<file path="config.mk">
export PLATFORM = sky130hd
export DESIGN_NAME = nlx_dma_engine
export DESIGN_NICKNAME = d
export VERILOG_FILES = /design/src/rtl/nlx_dma_pkg.sv /design/src/rtl/nlx_dma_addr_gen.sv /design/src/rtl/nlx_dma_loop_ctr.sv /design/src/rtl/nlx_dma_engine.sv
export SDC_FILE = /design/constraint.sdc
export NUM_CORES = 1
export LEC_CHECK = 0
export BUFFER_PORTS_ARGS = -buffer_cell sky130_fd_sc_hd__buf_2
export CORE_AREA = 2 2 150 93
export DETAILED_ROUTE_END_ITERATION = 10
export DIE_AREA = 0 0 152 95
export GPL_TIMING_DRIVEN = 0
export HOLD_SLACK_MARGIN = 0.1
export PLACE_DENSITY = 0.86
export SYNTH_ARGS = -nofsm -noshare
export SYNTH_HDL_FRONTEND = slang
export SYNTH_HIERARCHICAL = 1
export SYNTH_SLANG_ARGS = --single-unit
</file>
<file path="constraint.sdc">
create_clock -name clk -period 8.74 [get_ports clk]
set_input_delay 1.748 -clock clk [delete_from_list [all_inputs] [get_ports clk]]
set_output_delay 1.748 -clock clk [all_outputs]
set_load 0.1 [all_outputs]
</file>
<file path="src/rtl/nlx_dma_pkg.sv">
package nlx_dma_pkg;

  typedef enum logic [1:0] {
    ST_IDLE  = 2'd0,
    ST_READ  = 2'd1,
    ST_WRITE = 2'd2
  } xfer_state_e;

  // Words per inner loop: byte count shifted down by log2(word bytes),
  // never less than one.
  function automatic int unsigned minor_words(input int unsigned nbytes,
                                              input int unsigned wb_log2);
    int unsigned w;
    w = nbytes >> wb_log2;
    return (w == 0) ? 1 : w;
  endfunction

endpackage

</file>
<file path="src/rtl/nlx_dma_addr_gen.sv">
module nlx_dma_addr_gen #(
  parameter int AW = 16,
  parameter int OW = 16
) (
  input  logic          clk,
  input  logic          rst_n,
  input  logic          load,
  input  logic [AW-1:0] src_init,
  input  logic [AW-1:0] dst_init,
  input  logic [OW-1:0] soff_init,
  input  logic [OW-1:0] doff_init,
  input  logic          step,
  output logic [AW-1:0] src,
  output logic [AW-1:0] dst
);

  logic [OW-1:0] soff_q, doff_q;

  function automatic logic [AW-1:0] step_addr(input logic [AW-1:0] a,
                                              input logic [OW-1:0] off);
    return a + AW'($signed(off));
  endfunction

  always_ff @(posedge clk or negedge rst_n) begin
    if (!rst_n) begin
      src    <= '0;
      dst    <= '0;
      soff_q <= '0;
      doff_q <= '0;
    end else if (load) begin
      src    <= src_init;
      dst    <= dst_init;
      soff_q <= soff_init;
      doff_q <= doff_init;
    end else if (step) begin
      src <= step_addr(src, soff_q);
      dst <= step_addr(dst, doff_q);
    end
  end

endmodule

</file>
<file path="src/rtl/nlx_dma_loop_ctr.sv">
module nlx_dma_loop_ctr #(
  parameter int NBW = 8,
  parameter int CW  = 8,
  parameter int WBL = 2
) (
  input  logic           clk,
  input  logic           rst_n,
  input  logic           load,
  input  logic [NBW-1:0] nbytes_init,
  input  logic [CW-1:0]  major_init,
  input  logic           minor_start,
  input  logic           word_done,
  input  logic           minor_done,
  output logic           last_word,
  output logic           last_major,
  output logic [CW-1:0]  major_left
);

  logic [NBW-1:0] nwords_q, words_q;

  always_ff @(posedge clk or negedge rst_n) begin
    if (!rst_n) begin
      nwords_q   <= '0;
      words_q    <= '0;
      major_left <= '0;
    end else begin
      if (load) begin
        nwords_q   <= NBW'(nlx_dma_pkg::minor_words(32'(nbytes_init), WBL));
        major_left <= major_init;
      end else if (minor_done) begin
        major_left <= major_left - CW'(1);
      end
      if (minor_start)
        words_q <= nwords_q;
      else if (word_done)
        words_q <= words_q - NBW'(1);
    end
  end

  assign last_word  = (words_q == NBW'(1));
  assign last_major = (major_left == CW'(1));

endmodule

</file>
<file path="src/rtl/nlx_dma_engine.sv">
module nlx_dma_engine #(
  parameter int AW  = 16,
  parameter int DW  = 32,
  parameter int OW  = 16,
  parameter int NBW = 8,
  parameter int CW  = 8,
  parameter int LCW = 4
) (
  input  logic           clk,
  input  logic           rst_n,
  input  logic           cfg_load,
  input  logic [AW-1:0]  cfg_src,
  input  logic [AW-1:0]  cfg_dst,
  input  logic [OW-1:0]  cfg_soff,
  input  logic [OW-1:0]  cfg_doff,
  input  logic [NBW-1:0] cfg_nbytes,
  input  logic [CW-1:0]  cfg_major,
  input  logic           cfg_int_en,
  input  logic           cfg_err_en,
  input  logic           cfg_link_en,
  input  logic [LCW-1:0] cfg_link_ch,
  input  logic           sw_start,
  input  logic           link_in,
  input  logic           hw_req,
  input  logic           cancel,
  input  logic           done_clr,
  output logic           mem_req,
  output logic           mem_we,
  output logic [AW-1:0]  mem_addr,
  output logic [DW-1:0]  mem_wdata,
  input  logic           mem_rvalid,
  input  logic [DW-1:0]  mem_rdata,
  input  logic           mem_err,
  output logic           busy,
  output logic           done,
  output logic           irq_major,
  output logic           irq_err,
  output logic           link_req,
  output logic [LCW-1:0] link_ch,
  output logic [CW-1:0]  major_left,
  output logic [AW-1:0]  cur_src,
  output logic [AW-1:0]  cur_dst
);

  import nlx_dma_pkg::*;

  localparam int WB  = DW / 8;
  localparam int WBL = $clog2(WB);

  xfer_state_e    state_q, state_d;
  logic [DW-1:0]  rbuf_q;
  logic           halted_q, int_en_q, err_en_q, link_en_q;
  logic [LCW-1:0] link_ch_q;

  // Named internal events, also used by the checker.
  logic desc_load, activate, rsp, rd_ok, wr_ok, xfer_err, kill;
  logic minor_done, major_done, last_word, last_major;

  assign busy       = (state_q != ST_IDLE);
  assign desc_load  = cfg_load && !busy;
  assign activate   = (sw_start || link_in || hw_req) && !busy && !cfg_load
                      && (major_left != '0) && !halted_q;
  assign rsp        = mem_rvalid && busy;
  assign kill       = cancel && busy;
  assign rd_ok      = (state_q == ST_READ)  && rsp && !mem_err && !cancel;
  assign wr_ok      = (state_q == ST_WRITE) && rsp && !mem_err && !cancel;
  assign xfer_err   = rsp && mem_err && !cancel;
  assign minor_done = wr_ok && last_word;
  assign major_done = minor_done && last_major;

  always_comb begin
    state_d = state_q;
    unique case (state_q)
      ST_IDLE:  if (activate) state_d = ST_READ;
      ST_READ:  if (kill || xfer_err) state_d = ST_IDLE;
                else if (rd_ok) state_d = ST_WRITE;
      ST_WRITE: if (kill || xfer_err) state_d = ST_IDLE;
                else if (wr_ok) state_d = last_word ? ST_IDLE : ST_READ;
      default:  state_d = ST_IDLE;
    endcase
  end

  always_ff @(posedge clk or negedge rst_n) begin
    if (!rst_n) begin
      state_q   <= ST_IDLE;
      rbuf_q    <= '0;
      done      <= 1'b0;
      halted_q  <= 1'b0;
      int_en_q  <= 1'b0;
      err_en_q  <= 1'b0;
      link_en_q <= 1'b0;
      link_ch_q <= '0;
      link_req  <= 1'b0;
    end else begin
      state_q  <= state_d;
      link_req <= minor_done && !last_major && link_en_q;
      if (rd_ok) rbuf_q <= mem_rdata;
      if (desc_load) begin
        int_en_q  <= cfg_int_en;
        err_en_q  <= cfg_err_en;
        link_en_q <= cfg_link_en;
        link_ch_q <= cfg_link_ch;
        done      <= 1'b0;
        halted_q  <= 1'b0;
      end else begin
        if (major_done)    done <= 1'b1;
        else if (done_clr) done <= 1'b0;
        if (xfer_err) halted_q <= 1'b1;
      end
    end
  end

  nlx_dma_addr_gen #(.AW(AW), .OW(OW)) addr_i (
    .clk       (clk),
    .rst_n     (rst_n),
    .load      (desc_load),
    .src_init  (cfg_src),
    .dst_init  (cfg_dst),
    .soff_init (cfg_soff),
    .doff_init (cfg_doff),
    .step      (wr_ok),
    .src       (cur_src),
    .dst       (cur_dst)
  );

  nlx_dma_loop_ctr #(.NBW(NBW), .CW(CW), .WBL(WBL)) loop_i (
    .clk         (clk),
    .rst_n       (rst_n),
    .load        (desc_load),
    .nbytes_init (cfg_nbytes),
    .major_init  (cfg_major),
    .minor_start (activate),
    .word_done   (wr_ok),
    .minor_done  (minor_done),
    .last_word   (last_word),
    .last_major  (last_major),
    .major_left  (major_left)
  );

  assign mem_req   = busy;
  assign mem_we    = (state_q == ST_WRITE);
  assign mem_addr  = mem_we ? cur_dst : cur_src;
  assign mem_wdata = rbuf_q;
  assign irq_major = done && int_en_q;
  assign irq_err   = halted_q && err_en_q;
  assign link_ch   = link_ch_q;

endmodule

</file>
Word-level counts from Yosys, hierarchy flattened
Index checks and enable logic that the tools add are counted.
- word-level logic and storage cells: 89
- bits of input ports: 129
- register bits after elaboration: 132
- output and inout bits: 99
- equal/unequal tests: 7
- $add $sub $neg: 4
- mux-type cells: 22
- reduce and logical (&&, ||, !) cells: 40
- operator list (operator ; count):
    $mux W16 ; 5
    $add A16 B16 Y16 ; 2
    $logic_not A32 Y1 ; 1
    $mux W8 ; 4
    $logic_and A1 B1 Y1 ; 21
    $eq A8 B1 Y1 const B ; 2
    $sub A8 B1 Y8 const B ; 2
    $mux W2 ; 5
    $reduce_bool A2 Y1 ; 5
    $reduce_bool A8 Y1 ; 1
    $logic_not A1 Y1 ; 6
    $mux W1 ; 6
    $mux W6 ; 1
    $pmux W2 S3 ; 1
    $logic_or A1 B1 Y1 ; 3
    $ne A3 B1 Y1 const B ; 1
    $ne A3 B2 Y1 const B ; 1
    $reduce_and A3 Y1 ; 1
    $reduce_bool A3 Y1 ; 1
    $eq A2 B1 Y1 const B ; 1
    $eq A2 B2 Y1 const B ; 1
    $logic_not A2 Y1 ; 1
    $ne A2 B2 Y1 const B ; 1

Depth between registers and ports, before layout
Gate-level depths: netlist of run 1.
- depth in word-level cells: 9
- depth in mapped cells: 8
- depth with buffers taken out: 8

Hierarchy
Netlist of run 1, hierarchy kept.
- by module, submodules not included (module ; instances ; area each (µm²) ; cells each ; seq. area each (µm²)):
    nlx_dma_addr_gen ; 1 ; 4072.7 ; 402 ; 1601.5
    nlx_dma_engine ; 1 ; 1965.6 ; 168 ; 1101.1
    nlx_dma_loop_ctr ; 1 ; 1154.9 ; 114 ; 550.5

Worst setup path before layout of run 1
Ideal clock, no wire load.
- kind: register to output
- start point: reg state_q[0]
- end point: out mem_addr[10]
- buffers on the path: 1
- stages on the path, launching flop included: 6
- data required time: 6.992 ns
- slack: 4.512 ns
- arrival: 2.480 ns
- path through: dfrtp_1 -> nand2b_1 -> clkinv_1 -> buf_1 -> nand2_1 -> nand2_1
- cells in the longest elaborated chain, start to end: 2
- RTL lines (element ; RTL line ; source):
    from (decl) ; nlx_dma_engine.sv:50 ; xfer_state_e state_q, state_d;
    from (signal assigned) ; nlx_dma_engine.sv:95 ; state_q <= state_d;
    $eq A2 B2 Y1 ; nlx_dma_engine.sv:141 ; assign mem_we = (state_q == ST_WRITE);
    via mem_we ; nlx_dma_engine.sv:28 ; output logic mem_we,
    $mux W16 ; nlx_dma_engine.sv:142 ; assign mem_addr = mem_we ? cur_dst : cur_src;
    to (decl) ; nlx_dma_engine.sv:29 ; output logic [AW-1:0] mem_addr,
The timed path passes the listed nets, and every way through them passes these cells.

Worst setup path in the final report of run 1
- start point: in mem_err
- end point: reg addr_i.src[12]
- cells in the longest elaborated chain, start to end: 4
- RTL lines (element ; RTL line ; source):
    from (decl) ; nlx_dma_engine.sv:33 ; input logic mem_err,
    $logic_not A1 Y1 ; nlx_dma_engine.sv:66 ; assign wr_ok = (state_q == ST_WRITE) && rsp && !mem_err && !cancel;
    $logic_and A1 B1 Y1 (2 in series) ; nlx_dma_engine.sv:66 ;
    via wr_ok ; nlx_dma_engine.sv:56 ; logic desc_load, activate, rsp, rd_ok, wr_ok, xfer_err, kill;
    $reduce_bool A2 Y1 (no source line) ; - ;
    to (signal assigned) ; nlx_dma_addr_gen.sv:31 ; src <= src_init;
    to (signal assigned) ; nlx_dma_addr_gen.sv:36 ; src <= step_addr(src, soff_q);
    to (decl) ; nlx_dma_addr_gen.sv:13 ; output logic [AW-1:0] src,
The timed path passes the listed nets, and every way through them passes these cells.
A chain may end at the register's enable or synchronous reset.

==> impl_metrics.tcl, run 1 <==
set metrics [dict create \
    cts_max_level 4 \
    start_kind "primary input" \
    worst-path-buf-inv 3 \
    static_leakage_nw 4.30 \
    tns_ps 0 \
    multiInputGateArea_mm2 0.00376 \
    timing.critical_path.mode_cell "sky130_fd_sc_hd__clkbuf_1" \
    timing.critical_path.required_ps 9080 \
    async_reset_ff_frac 1.00 \
    synth_fp_nets 849 \
    synth_sequential_area_ratio 0.452 \
    final_util 0.690 \
    grt_pass1_vias 6008 \
    register_clock_pin_slew_on_the_reported_worst_setup_and_hold_paths_ps 70 \
    synth.cell_area_mm2 0.00719 \
    setup_viol 0 \
    cts-hold-fix-buffers 0 \
    num_vias 6421 \
    post_cts.resized_instances 0 \
    number_of_pins_with_negative_max_slew_slack_in_the_final_report 0 \
    globalplace.congestion 0.956 \
    power.total_mw 4.00 \
    drt-total-wl_um 20000 \
    post_route_cells_drive_above_1_share 0.381 \
    dpl.hpwl_um 15300 \
    num_antenna_cells 0 \
    cts_sinks 130 \
    status "finished, final reports clean" \
    critPathArrivalTime_ps 4580 \
    grt_remaining_overflow 0 \
    critPathSlowestCell "sky130_fd_sc_hd__nor3_1" \
    regArea_mm2 0.00325 \
    ys.warnings.count 6 \
    post-synth-top-area-fraction 0.452 \
    critPathKind "primary input to flop" \
    clockBufferDepth 2 \
    port-buffer-count 225 \
    report.final.hold_viol_count 0 \
    fin_crit_sh 0.485 \
    max-cap-violations 0 \
    ys_top_cells_by_count "sky130_fd_sc_hd__dfrtp_1, sky130_fd_sc_hd__nand2_1, sky130_fd_sc_hd__mux2_2" \
    timing.hold.worst.start "loop_i/nwords_q[5]" \
    fp.dieH_um 95 \
    drt-wirelength-per-cell_um 17.9 \
    post-route-min-period_ps 4240 \
    max-slew-margin-rel 0.348 \
    timing.critical_path.fanout_max 10 \
    syn_inst 684 \
    clock_latency_ps 410 \
    critical_path.max_stage_delay_ps 760 \
    timing.fmax_mhz 236 \
    detail_route.iter0.violations 515 \
    ir_drop_v 0.000494 \
    synthMostInstantiatedCell "sky130_fd_sc_hd__dfrtp_1" \
    cp-end-kind "flop" \
    detail_route.drc_violations 0 \
    grt_setup_unrepaired "no" \
    total_grt_usage 0.276 \
    die_w_um 152 \
    cts.repair_timing.setup_buffer_count 0 \
    area_growth_pct 27.2 \
    worst-slew-pin-transition_ps 971 \
    via_per_inst 5.74 \
    clockRootBuffer "sky130_fd_sc_hd__clkbuf_16" \
    first_pass_grt_wire_length_um 31400 \
    critical-path-top-delay-family "buffers and inverters" \
    cts_tree "built" \
    synth_largest_area_cell "sky130_fd_sc_hd__dfrtp_1" \
    synth_enable_flop_cells 0 \
    synth-seq-cells 130 \
    final.fill_count 1029 \
    tritoncts.num_buffers 17 \
    path_cells "buf_2 -> nand2b_2 -> nor3_1 -> clkbuf_1 -> clkbuf_1 -> nand3b_1 -> mux2i_1 -> a221o_1" \
    std_cell_rows 33 \
    holdCritPathClass "flop to flop" \
    initial_core_util 0.543 \
    synth_top_cells_by_area "sky130_fd_sc_hd__dfrtp_1, sky130_fd_sc_hd__mux2_2, sky130_fd_sc_hd__ha_1" \
    syn_avg_cell_area_um2 10.5 \
    ant_nets 0 \
    grt_max_degree 69 \
    antenna_found_initial 1 \
    core-area_mm2 0.0133 \
    finish.net_count 1095 \
    regToRegStartpoint "state_q[0]" \
    postSynth.topFlopCell "sky130_fd_sc_hd__dfrtp_1" \
    ys_types 71 \
    power.density_cell_area_mw_per_mm2 437 \
    worstSetupStartpoint "mem_err" \
    fp.dieArea_mm2 0.0144 \
    first_pass_iteration_count_of_the_detailed_router 5 \
    pin_count 228 \
    fin_worst_skew_ps 10.6 \
]
worst paths after layout:
kind | cells past startpoint | to | slack (ps)
min in group asynchronous | 1 | addr_i/doff_q[12] | 1330
hold / removal | 2 | loop_i/words_q[5] | 490
setup / recovery | 8 | addr_i/src[12] | 4500
hold reg to reg | 2 | loop_i/words_q[5] | 490
max in group asynchronous | 2 | mem_wdata[24] | 6640
setup reg to reg | 8 | addr_i/src[12] | 5290
tightest hold or removal path: stages, from the launching register on:
cell	delay, ps
sky130_fd_sc_hd__dfrtp_1	350
sky130_fd_sc_hd__nand2_1	50
sky130_fd_sc_hd__nand3_1	60
area by class of cell:
cell class | count | share of cell area
multi-input cells | 513 | 0.411
flip-flops and latches | 130 | 0.356
repair buffers | 227 | 0.127
clock buffers | 17 | 0.0465
well taps | 175 | 0.0239
clock inverters | 15 | 0.0159
plain buffers | 29 | 0.0150
inverters | 12 | 0.00492
placed cells by master, fill, tap and decap left out, types with 17 or more instances in the layout:
cell,count
sky130_fd_sc_hd__clkbuf_16,17
sky130_fd_sc_hd__xnor2_1,19
sky130_fd_sc_hd__buf_2,227
sky130_fd_sc_hd__nor2_1,20
sky130_fd_sc_hd__o21ai_1,22
sky130_fd_sc_hd__o21ai_0,26
sky130_fd_sc_hd__clkbuf_1,17
sky130_fd_sc_hd__mux2_2,77
sky130_fd_sc_hd__nand2_1,97
sky130_fd_sc_hd__dfrtp_1,130
sky130_fd_sc_hd__ha_1,34
sky130_fd_sc_hd__a21oi_1,35
where the power goes:
part | internal, mW | switching, mW | leakage, nW
Combinational | 0.569 | 1.76 | 2.46
Sequential | 0.804 | 0.172 | 1.57
Clock | 0.379 | 0.311 | 0.277
Total | 1.75 | 2.24 | 4.30
metrics by stage:
step | worst slack, ps | instance area [µm²] | hold WS, ps | instances
floorplan | 4510 | 7190 | 448 | 684
global placement | 4140 | 8540 | 463 | 1084
detailed placement | 4200 | 8570 | 487 | 1085
CTS | 4560 | 9140 | 493 | 1117
global route | 4340 | 9150 | 512 | 1118
finish | 4500 | 9150 | 495 | 1118
kinds of logic after synthesis:
kind of cell / after synthesis / synth area share
buffers and inverters: 41 / 0.0254
muxes: 91 / 0.140
adders and majority gates: 36 / 0.0647
DFF: 130 / 0.452
and+or+nand+nor: 215 / 0.156
AOI/OAI and AO/OA: 148 / 0.134
xor gates and xnor gates: 23 / 0.0280
sequential cells by signal (all words and copies together), names as in the netlist:
name / cells
done: 1
link_ch: 4
loop_i/major_left: 8
err_en_q: 1
mem_wdata: 32
halted_q: 1
link_en_q: 1
loop_i/words_q: 8
addr_i/doff_q: 16
addr_i/dst: 16
state_q: 2
loop_i/nwords_q: 6
link_req: 1
addr_i/soff_q: 16
int_en_q: 1
addr_i/src: 16
layer usage:
| layer | global-route usage | part of all wire | up-vias |
|---|---|---|---|
| li1 | - | - | 2997 |
| met1 | 0.419 | 0.48 | 3108 |
| met2 | 0.389 | 0.42 | 292 |
| met3 | 0.0753 | 0.092 | 24 |
| met4 | 0.0693 | 0.0092 | 0 |
| met5 | 0 | 0 | - |
Note: power is estimated with default switching activity, not from simulation.
==> run 2, diff against run 1 <==
--- a/config.mk
+++ b/config.mk
@@ -5,13 +5,14 @@
 export SDC_FILE = /design/constraint.sdc
 export NUM_CORES = 1
 export LEC_CHECK = 0
+export ABC_AREA = 1
 export BUFFER_PORTS_ARGS = -buffer_cell sky130_fd_sc_hd__buf_2
-export CORE_AREA = 2 2 150 93
+export CORE_AREA = 2 2 160 99
 export DETAILED_ROUTE_END_ITERATION = 10
-export DIE_AREA = 0 0 152 95
+export DIE_AREA = 0 0 162 101
 export GPL_TIMING_DRIVEN = 0
 export HOLD_SLACK_MARGIN = 0.1
-export PLACE_DENSITY = 0.86
+export PLACE_DENSITY = 0.81
 export SYNTH_ARGS = -nofsm -noshare
 export SYNTH_HDL_FRONTEND = slang
 export SYNTH_HIERARCHICAL = 1
==> constraint.sdc (replaced) <==
create_clock -name clk -period 4.39 [get_ports clk]
set_input_delay 0.878 -clock clk [delete_from_list [all_inputs] [get_ports clk]]
set_output_delay 0.878 -clock clk [all_outputs]
set_load 0.1 [all_outputs]
==> run 2 against run 1 <==
  * Critical path depth is 1 lower
  * Clock skew is 0.87 ps higher
  * First-iteration DRC count is 0.19% higher
  * Worst setup slack worse by 3300 ps
  * Synthesized cell count is 36% higher
  * Non-clock buffer count is 8 lower
  * Cell count is 25% higher
  * Routed wire length is 9.3% higher
  * Die area is 13% higher
  * Clock-buffer cell count stayed put
  * Synthesized area is 8.2% higher
  * Design area is 6.7% higher
==> impl_metrics.tcl, run 2 <==
set metrics [dict create \
    first_pass_iteration_count_of_the_detailed_router 5 \
    dpl.hpwl_um 16700 \
    critPathArrivalTime_ps 2320 \
    cts_max_level 4 \
    finalHoldWorstSlack_ps 381 \
    finish.net_count 1342 \
    synth.cell_area_mm2 0.00778 \
    post-synth-top-area-fraction 0.418 \
    holdCritPathClass "primary input to asynchronous set/reset pin" \
    fin_crit_sh 0.728 \
    detail_route.drc_violations 0 \
    report.final.hold_viol_count 0 \
    max-cap-violations 0 \
    first_pass_grt_wire_length_um 34600 \
    syn_inst 932 \
    ys_types 41 \
    synthMostInstantiatedCell "sky130_fd_sc_hd__nand2_1" \
    start_kind "flop" \
    ys_top_cells_by_count "sky130_fd_sc_hd__nand2_1, sky130_fd_sc_hd__dfrtp_1, sky130_fd_sc_hd__inv_1" \
    layout.cells.most_common "sky130_fd_sc_hd__nand2_1" \
    critical_path.max_stage_delay_ps 430 \
    largest_family_of_logic_cells_by_synthesized_area "simple AND/OR/NAND/NOR gates" \
    std_cell_rows 35 \
    timing.critical_path.mode_cell "sky130_fd_sc_hd__nand2_1" \
    total_grt_usage 0.271 \
    fp.dieH_um 101 \
    cts_sinks 130 \
    grt_pass1_vias 6935 \
    post_route_cells_drive_above_1_share 0.325 \
    fin_worst_skew_ps 11.5 \
    clock_latency_ps 410 \
    postSynth.topFlopCell "sky130_fd_sc_hd__dfrtp_1" \
    critPathSlowestCell "sky130_fd_sc_hd__dfrtp_1" \
    critPathKind "flop to output pin" \
    port-buffer-count 225 \
    synth.mux.area_fraction 0.107 \
    clockRootBuffer "sky130_fd_sc_hd__clkbuf_16" \
    synth-seq-cells 130 \
    timing.critical_path.fanout_max 10 \
    grt_max_degree 85 \
    timing.fmax_mhz 313 \
    largest_register_ffs 32 \
    grt_remaining_overflow 0 \
    ys.warnings.count 6 \
    syn_avg_cell_area_um2 8.35 \
    globalplace.congestion 0.903 \
    drt-total-wl_um 21800 \
    worst-slew-pin-transition_ps 611 \
    synth_top_cells_by_area "sky130_fd_sc_hd__dfrtp_1, sky130_fd_sc_hd__nand2_1, sky130_fd_sc_hd__mux2_4" \
    synth-compound-area-share 0.0674 \
    die_w_um 162 \
    synth_largest_area_cell "sky130_fd_sc_hd__dfrtp_1" \
    tritoncts.num_buffers 17 \
    synth_fp_nets 1097 \
    pin_count 228 \
    post_cts.resized_instances 0 \
    via_per_inst 5.20 \
    tns_ps 0 \
    detail_route.iter0.violations 516 \
    cts.repair_timing.setup_buffer_count 0 \
    path_cells "inv_1 -> nor2_1 -> inv_2 -> clkbuf_1 -> nand2_1 -> nand2_1 -> buf_2" \
    status "finished, final reports clean" \
    cts_tree "built" \
    most_used_cells_in_the_layout_excluding_fill_and_tap_cells "sky130_fd_sc_hd__nand2_1, sky130_fd_sc_hd__buf_2, sky130_fd_sc_hd__dfrtp_1, sky130_fd_sc_hd__inv_1, sky130_fd_sc_hd__nand3_1" \
    register_clock_pin_slew_on_the_reported_worst_setup_and_hold_paths_ps 70 \
    grt_setup_unrepaired "no" \
    number_of_pins_with_negative_max_slew_slack_in_the_final_report 0 \
    num_vias 7254 \
    fp.dieArea_mm2 0.0164 \
    ant_nets 0 \
    post-route-min-period_ps 3200 \
    cts-hold-fix-buffers 0 \
    initial_core_util 0.520 \
    synth_sequential_area_ratio 0.418 \
    synth_simple_gate_area_frac 0.257 \
    synth_enable_flop_cells 0 \
    antenna_found_initial 3 \
    synth_xor_xnor_area_share 0.0113 \
    max-slew-margin-rel 0.591 \
    setup_viol 0 \
    critical-path-top-delay-family "buffers and inverters" \
    core-area_mm2 0.0150 \
    worst-path-buf-inv 4 \
    synth-adder-area-share 0.0598 \
    async_reset_ff_frac 1.00 \
    drt-wirelength-per-cell_um 15.6 \
    timing.critical_path.required_ps 3510 \
    area_growth_pct 25.5 \
    cp-end-kind "output pin" \
    clockBufferDepth 2 \
]
==> run 2: layout make-up <==
cell class,count,area (µm²)
fill,1337,5220
multi-input combinational,660,3910
sequential,130,3250
timing repair buffer,226,1160
inverter,120,450
clock buffer,17,425
tap,203,254
buffer,22,168
clock inverter,15,136
antenna,2,5.00
==> run 2: cell families after synthesis <==
logic type                 Yosys count
xor gates and xnor gates            10
and+or+nand+nor                    468
DFF                                130
buffers and inverters              142
muxes                               64
AOI/OAI and AO/OA                   82
adders and majority gates           36
==> run 2: metrics by stage <==
stage | area, µm² | utilization | setup slack (ps) | instances
floorplan | 7780 | - | 1480 | 932
global placement | 9160 | 0.612 | 665 | 1360
detailed placement | 9200 | 0.614 | 1630 | 1361
CTS | 9760 | 0.651 | 1200 | 1393
global route | 9760 | 0.651 | 1070 | 1393
finish | 9760 | 0.652 | 1190 | 1395
==> run 2: worst reg2reg max path: stages, from the launching register on <==
cell                       delay, ps
sky130_fd_sc_hd__dfrtp_1         420
sky130_fd_sc_hd__inv_1            80
sky130_fd_sc_hd__nor2_1          140
sky130_fd_sc_hd__inv_2           150
sky130_fd_sc_hd__clkbuf_1        290
sky130_fd_sc_hd__nor2_1          550
sky130_fd_sc_hd__nor2_1          210
sky130_fd_sc_hd__buf_2           280
sky130_fd_sc_hd__a22oi_1         240
sky130_fd_sc_hd__nand2_1          80
==> run 2: layer usage <==
metal | wire length (µm) | global-route usage
met2 | 9700 | 0.422
met5 | 11 | 0
met3 | 1780 | 0.0625
met1 | 9970 | 0.384
met4 | 359 | 0.0715
==> run 2: worst paths after layout <==
| kind | from | end | slack, ps | depth (start not counted) |
|---|---|---|---|---|
| min reg2reg | loop_i/nwords_q[2] | loop_i/nwords_q[2] | 480 | 2 |
| min | rst_n | loop_i/major_left[5] | 380 | 1 |
| max in group asynchronous | rst_n | addr_i/src[8] | 3220 | 2 |
| min in group clk | loop_i/nwords_q[2] | loop_i/nwords_q[2] | 480 | 2 |
| max reg2reg | state_q[1] | addr_i/src[13] | 1830 | 9 |
| max | state_q[1] | mem_addr[5] | 1190 | 7 |
Power of run 2 is left out: the tool's default activity adds up to more than one toggle a clock period on the data nets, which glitch-free logic cannot reach.
==> run 3, diff against run 2 <==
--- a/config.mk
+++ b/config.mk
@@ -5,14 +5,14 @@
 export SDC_FILE = /design/constraint.sdc
 export NUM_CORES = 1
 export LEC_CHECK = 0
-export ABC_AREA = 1
+export ABC_AREA = 0
 export BUFFER_PORTS_ARGS = -buffer_cell sky130_fd_sc_hd__buf_2
-export CORE_AREA = 2 2 160 99
+export CORE_AREA = 2 2 155 97
 export DETAILED_ROUTE_END_ITERATION = 10
-export DIE_AREA = 0 0 162 101
+export DIE_AREA = 0 0 157 99
 export GPL_TIMING_DRIVEN = 0
 export HOLD_SLACK_MARGIN = 0.1
-export PLACE_DENSITY = 0.81
+export PLACE_DENSITY = 0.8
 export SYNTH_ARGS = -nofsm -noshare
 export SYNTH_HDL_FRONTEND = slang
 export SYNTH_HIERARCHICAL = 1
==> constraint.sdc (replaced) <==
create_clock -name clk -period 3.2 [get_ports clk]
set_input_delay 0.64 -clock clk [delete_from_list [all_inputs] [get_ports clk]]
set_output_delay 0.64 -clock clk [all_outputs]
set_load 0.1 [all_outputs]
==> run 3 against run 2 <==
  * Sequential share of layout area is 1.8 points higher
  * Global-route usage down 0.29 points
  * Register-to-register slack worse by 1600 ps
  * Die area is 5.0% lower
  * Worst setup slack worse by 1000 ps
  * First-iteration DRC count decreased by 16%
  * Via count fell by 12%
  * Clock-buffer cell count up 1
  * Design area shrank 5.2%
  * Non-clock buffer count up 10
  * Critical path depth did not move
==> impl_metrics.tcl, run 3 (synthesized netlist as in run 1, its figures left out) <==
set metrics [dict create \
    status "finished, final reports clean" \
    finish.net_count 1097 \
    post_dp_cell_area_mm2 0.00861 \
    ir_drop_v 0.000948 \
    grt_pass1_vias 6211 \
    regToRegStartpoint "loop_i/words_q[4]" \
    cts_tree "built" \
    detail_route.drc_violations 0 \
    die_w_um 157 \
    path_cells "or4_4 -> nor4b_2 -> inv_1 -> nor4_4 -> or4b_1 -> o31a_1 -> o31a_1" \
    start_kind "flop" \
    clockRootBuffer "sky130_fd_sc_hd__clkbuf_16" \
    cts_max_level 4 \
    drt-total-wl_um 20300 \
    std_cell_rows 34 \
    critical_path.max_stage_delay_ps 580 \
    setup_viol 0 \
    r2r_end "loop_i/major_left[5]" \
    num_vias 6418 \
    first_pass_grt_wire_length_um 32500 \
    cts_sinks 130 \
    post-route-min-period_ps 3000 \
    antenna_found_initial 1 \
    fin_crit_sh 0.939 \
    ant_nets 0 \
    fin_worst_skew_ps 12.2 \
    grt_max_degree 89 \
    cts-hold-fix-buffers 0 \
    clock_latency_ps 410 \
    pin_count 228 \
    area_growth_pct 28.6 \
    number_of_pins_with_negative_max_slew_slack_in_the_final_report 0 \
    port-buffer-count 225 \
    worst-slew-pin-transition_ps 848 \
    clockBufferDepth 2 \
    reg2regPathDepth 7 \
    holdCritPathClass "primary input to asynchronous set/reset pin" \
    power.total_mw 11.0 \
    grt_remaining_overflow 0 \
    register_clock_pin_slew_on_the_reported_worst_setup_and_hold_paths_ps 70 \
    final_util 0.657 \
    tns_ps 0 \
    setup.reg_to_reg.worst_slack_ps 200 \
    grt_setup_unrepaired "no" \
    total_grt_usage 0.268 \
    fp.dieArea_mm2 0.0155 \
    globalplace.congestion 0.947 \
    layout.cell_area.non_filler_mm2 0.00925 \
    critPathSlowestCell "sky130_fd_sc_hd__or4_4" \
    detail_route.iter0.violations 436 \
    timing.critical_path.fanout_max 5 \
    critPathKind "flop to flop" \
    drt-wirelength-per-cell_um 17.7 \
    critPathArrivalTime_ps 3290 \
    max-slew-margin-rel 0.435 \
    power.density_cell_area_mw_per_mm2 1190 \
    cp-end-kind "flop" \
    largest_register_ffs 32 \
    static_leakage_nw 4.33 \
    report.final.hold_viol_count 0 \
    initial_core_util 0.511 \
    dpl.hpwl_um 15500 \
    tritoncts.num_buffers 17 \
    first_pass_iteration_count_of_the_detailed_router 5 \
    timing.fmax_mhz 333 \
    core-area_mm2 0.0141 \
    post_route_cells_drive_above_1_share 0.386 \
    layout.cells.most_common "sky130_fd_sc_hd__buf_2" \
    critical-path-top-delay-family "simple AND/OR/NAND/NOR gates" \
    worst-path-buf-inv 1 \
    final.fill_count 1169 \
    most_used_cells_in_the_layout_excluding_fill_and_tap_cells "sky130_fd_sc_hd__buf_2, sky130_fd_sc_hd__dfrtp_1, sky130_fd_sc_hd__nand2_1, sky130_fd_sc_hd__mux2_2, sky130_fd_sc_hd__a21oi_1" \
    timing.critical_path.mode_cell "sky130_fd_sc_hd__o31a_1" \
    fp.dieH_um 99 \
    timing.critical_path.required_ps 3490 \
    max-cap-violations 0 \
    via_per_inst 5.61 \
]
==> run 3: changes by cell type in the layout (fill, tap and decap cells not counted), moves of 20 or more <==
cell / before / now
sky130_fd_sc_hd__nand2_1: 316 / 97
sky130_fd_sc_hd__inv_1: 107 / 11
sky130_fd_sc_hd__nand3_1: 57 / 8
sky130_fd_sc_hd__mux2_2: 35 / 77
sky130_fd_sc_hd__mux2_4: 29 / 0
sky130_fd_sc_hd__nor2_1: 47 / 20
sky130_fd_sc_hd__a22oi_1: 29 / 9
==> run 3: power by group <==
| part | leakage [nW] | switching [mW] | internal (mW) |
|---|---|---|---|
| clock | 0.283 | 0.814 | 1.18 |
| combinational | 2.48 | 4.83 | 1.56 |
| sequential | 1.57 | 0.461 | 2.20 |
==> run 3: layer usage <==
metal | global-route usage | share of wire | vias up
met5 | 0 | 0 | -
met1 | 0.419 | 0.49 | 3128
met4 | 0.0614 | 0.012 | 0
met3 | 0.0563 | 0.079 | 22
met2 | 0.379 | 0.42 | 261
li1 | - | - | 3007
==> run 3: area by class of cell <==
| type | count | area, µm² | share of cell area |
|---|---|---|---|
| Antenna cell | 1 | 2.50 | 0.000271 |
| Buffer | 29 | 140 | 0.0151 |
| Clock buffer | 18 | 429 | 0.0464 |
| Clock inverter | 14 | 166 | 0.0180 |
| Inverter | 12 | 45.0 | 0.00487 |
| Multi-Input combinational cell | 513 | 3780 | 0.409 |
| Sequential cell | 130 | 3250 | 0.352 |
| Tap cell | 198 | 248 | 0.0268 |
| Timing Repair Buffer | 229 | 1180 | 0.128 |
==> run 3: per-stage QoR <==
| stage | instances | hold WS, ps | setup WS, ps |
|---|---|---|---|
| 2_1_floorplan | 684 | 344 | 64.8 |
| 3_3_place_gp | 1107 | 464 | -342 |
| 3_5_place_dp | 1108 | 470 | -334 |
| 4_1_cts | 1140 | 148 | 1.69 |
| 5_1_grt | 1144 | 166 | 43.0 |
| 6_report | 1144 | 140 | 195 |
==> run 3: timing repair <==
action                     in CTS  in global routing
setup endpoints to repair      13                 22
setup buffers                   0                  3
pin swaps                       1                  1
resized for setup               3                  3
==> run 3: how the worst max path moves through the flow <==
stage | from | end | slack [ps] | cells past startpoint
finish | loop_i/words_q[4] | loop_i/major_left[5] | 200 | 7
global route | state_q[1] | addr_i/dst[8] | 40 | 8
CTS | state_q[0] | addr_i/src[12] | 2 | 8
detailed placement | loop_i/words_q[3] | loop_i/major_left[5] | -330 | 7
global placement | rst_n | addr_i/dst[11] | -340 | 1
floorplan | state_q[0] | mem_addr[10] | 60 | 5
==> run 3: worst reg2reg max path, delay by kind of cell (launching register included) <==
kind / cells / cell delay, ps
simple gates: 4 / 1840
compound gates: 2 / 530
flops: 1 / 410
buf+inv: 1 / 120
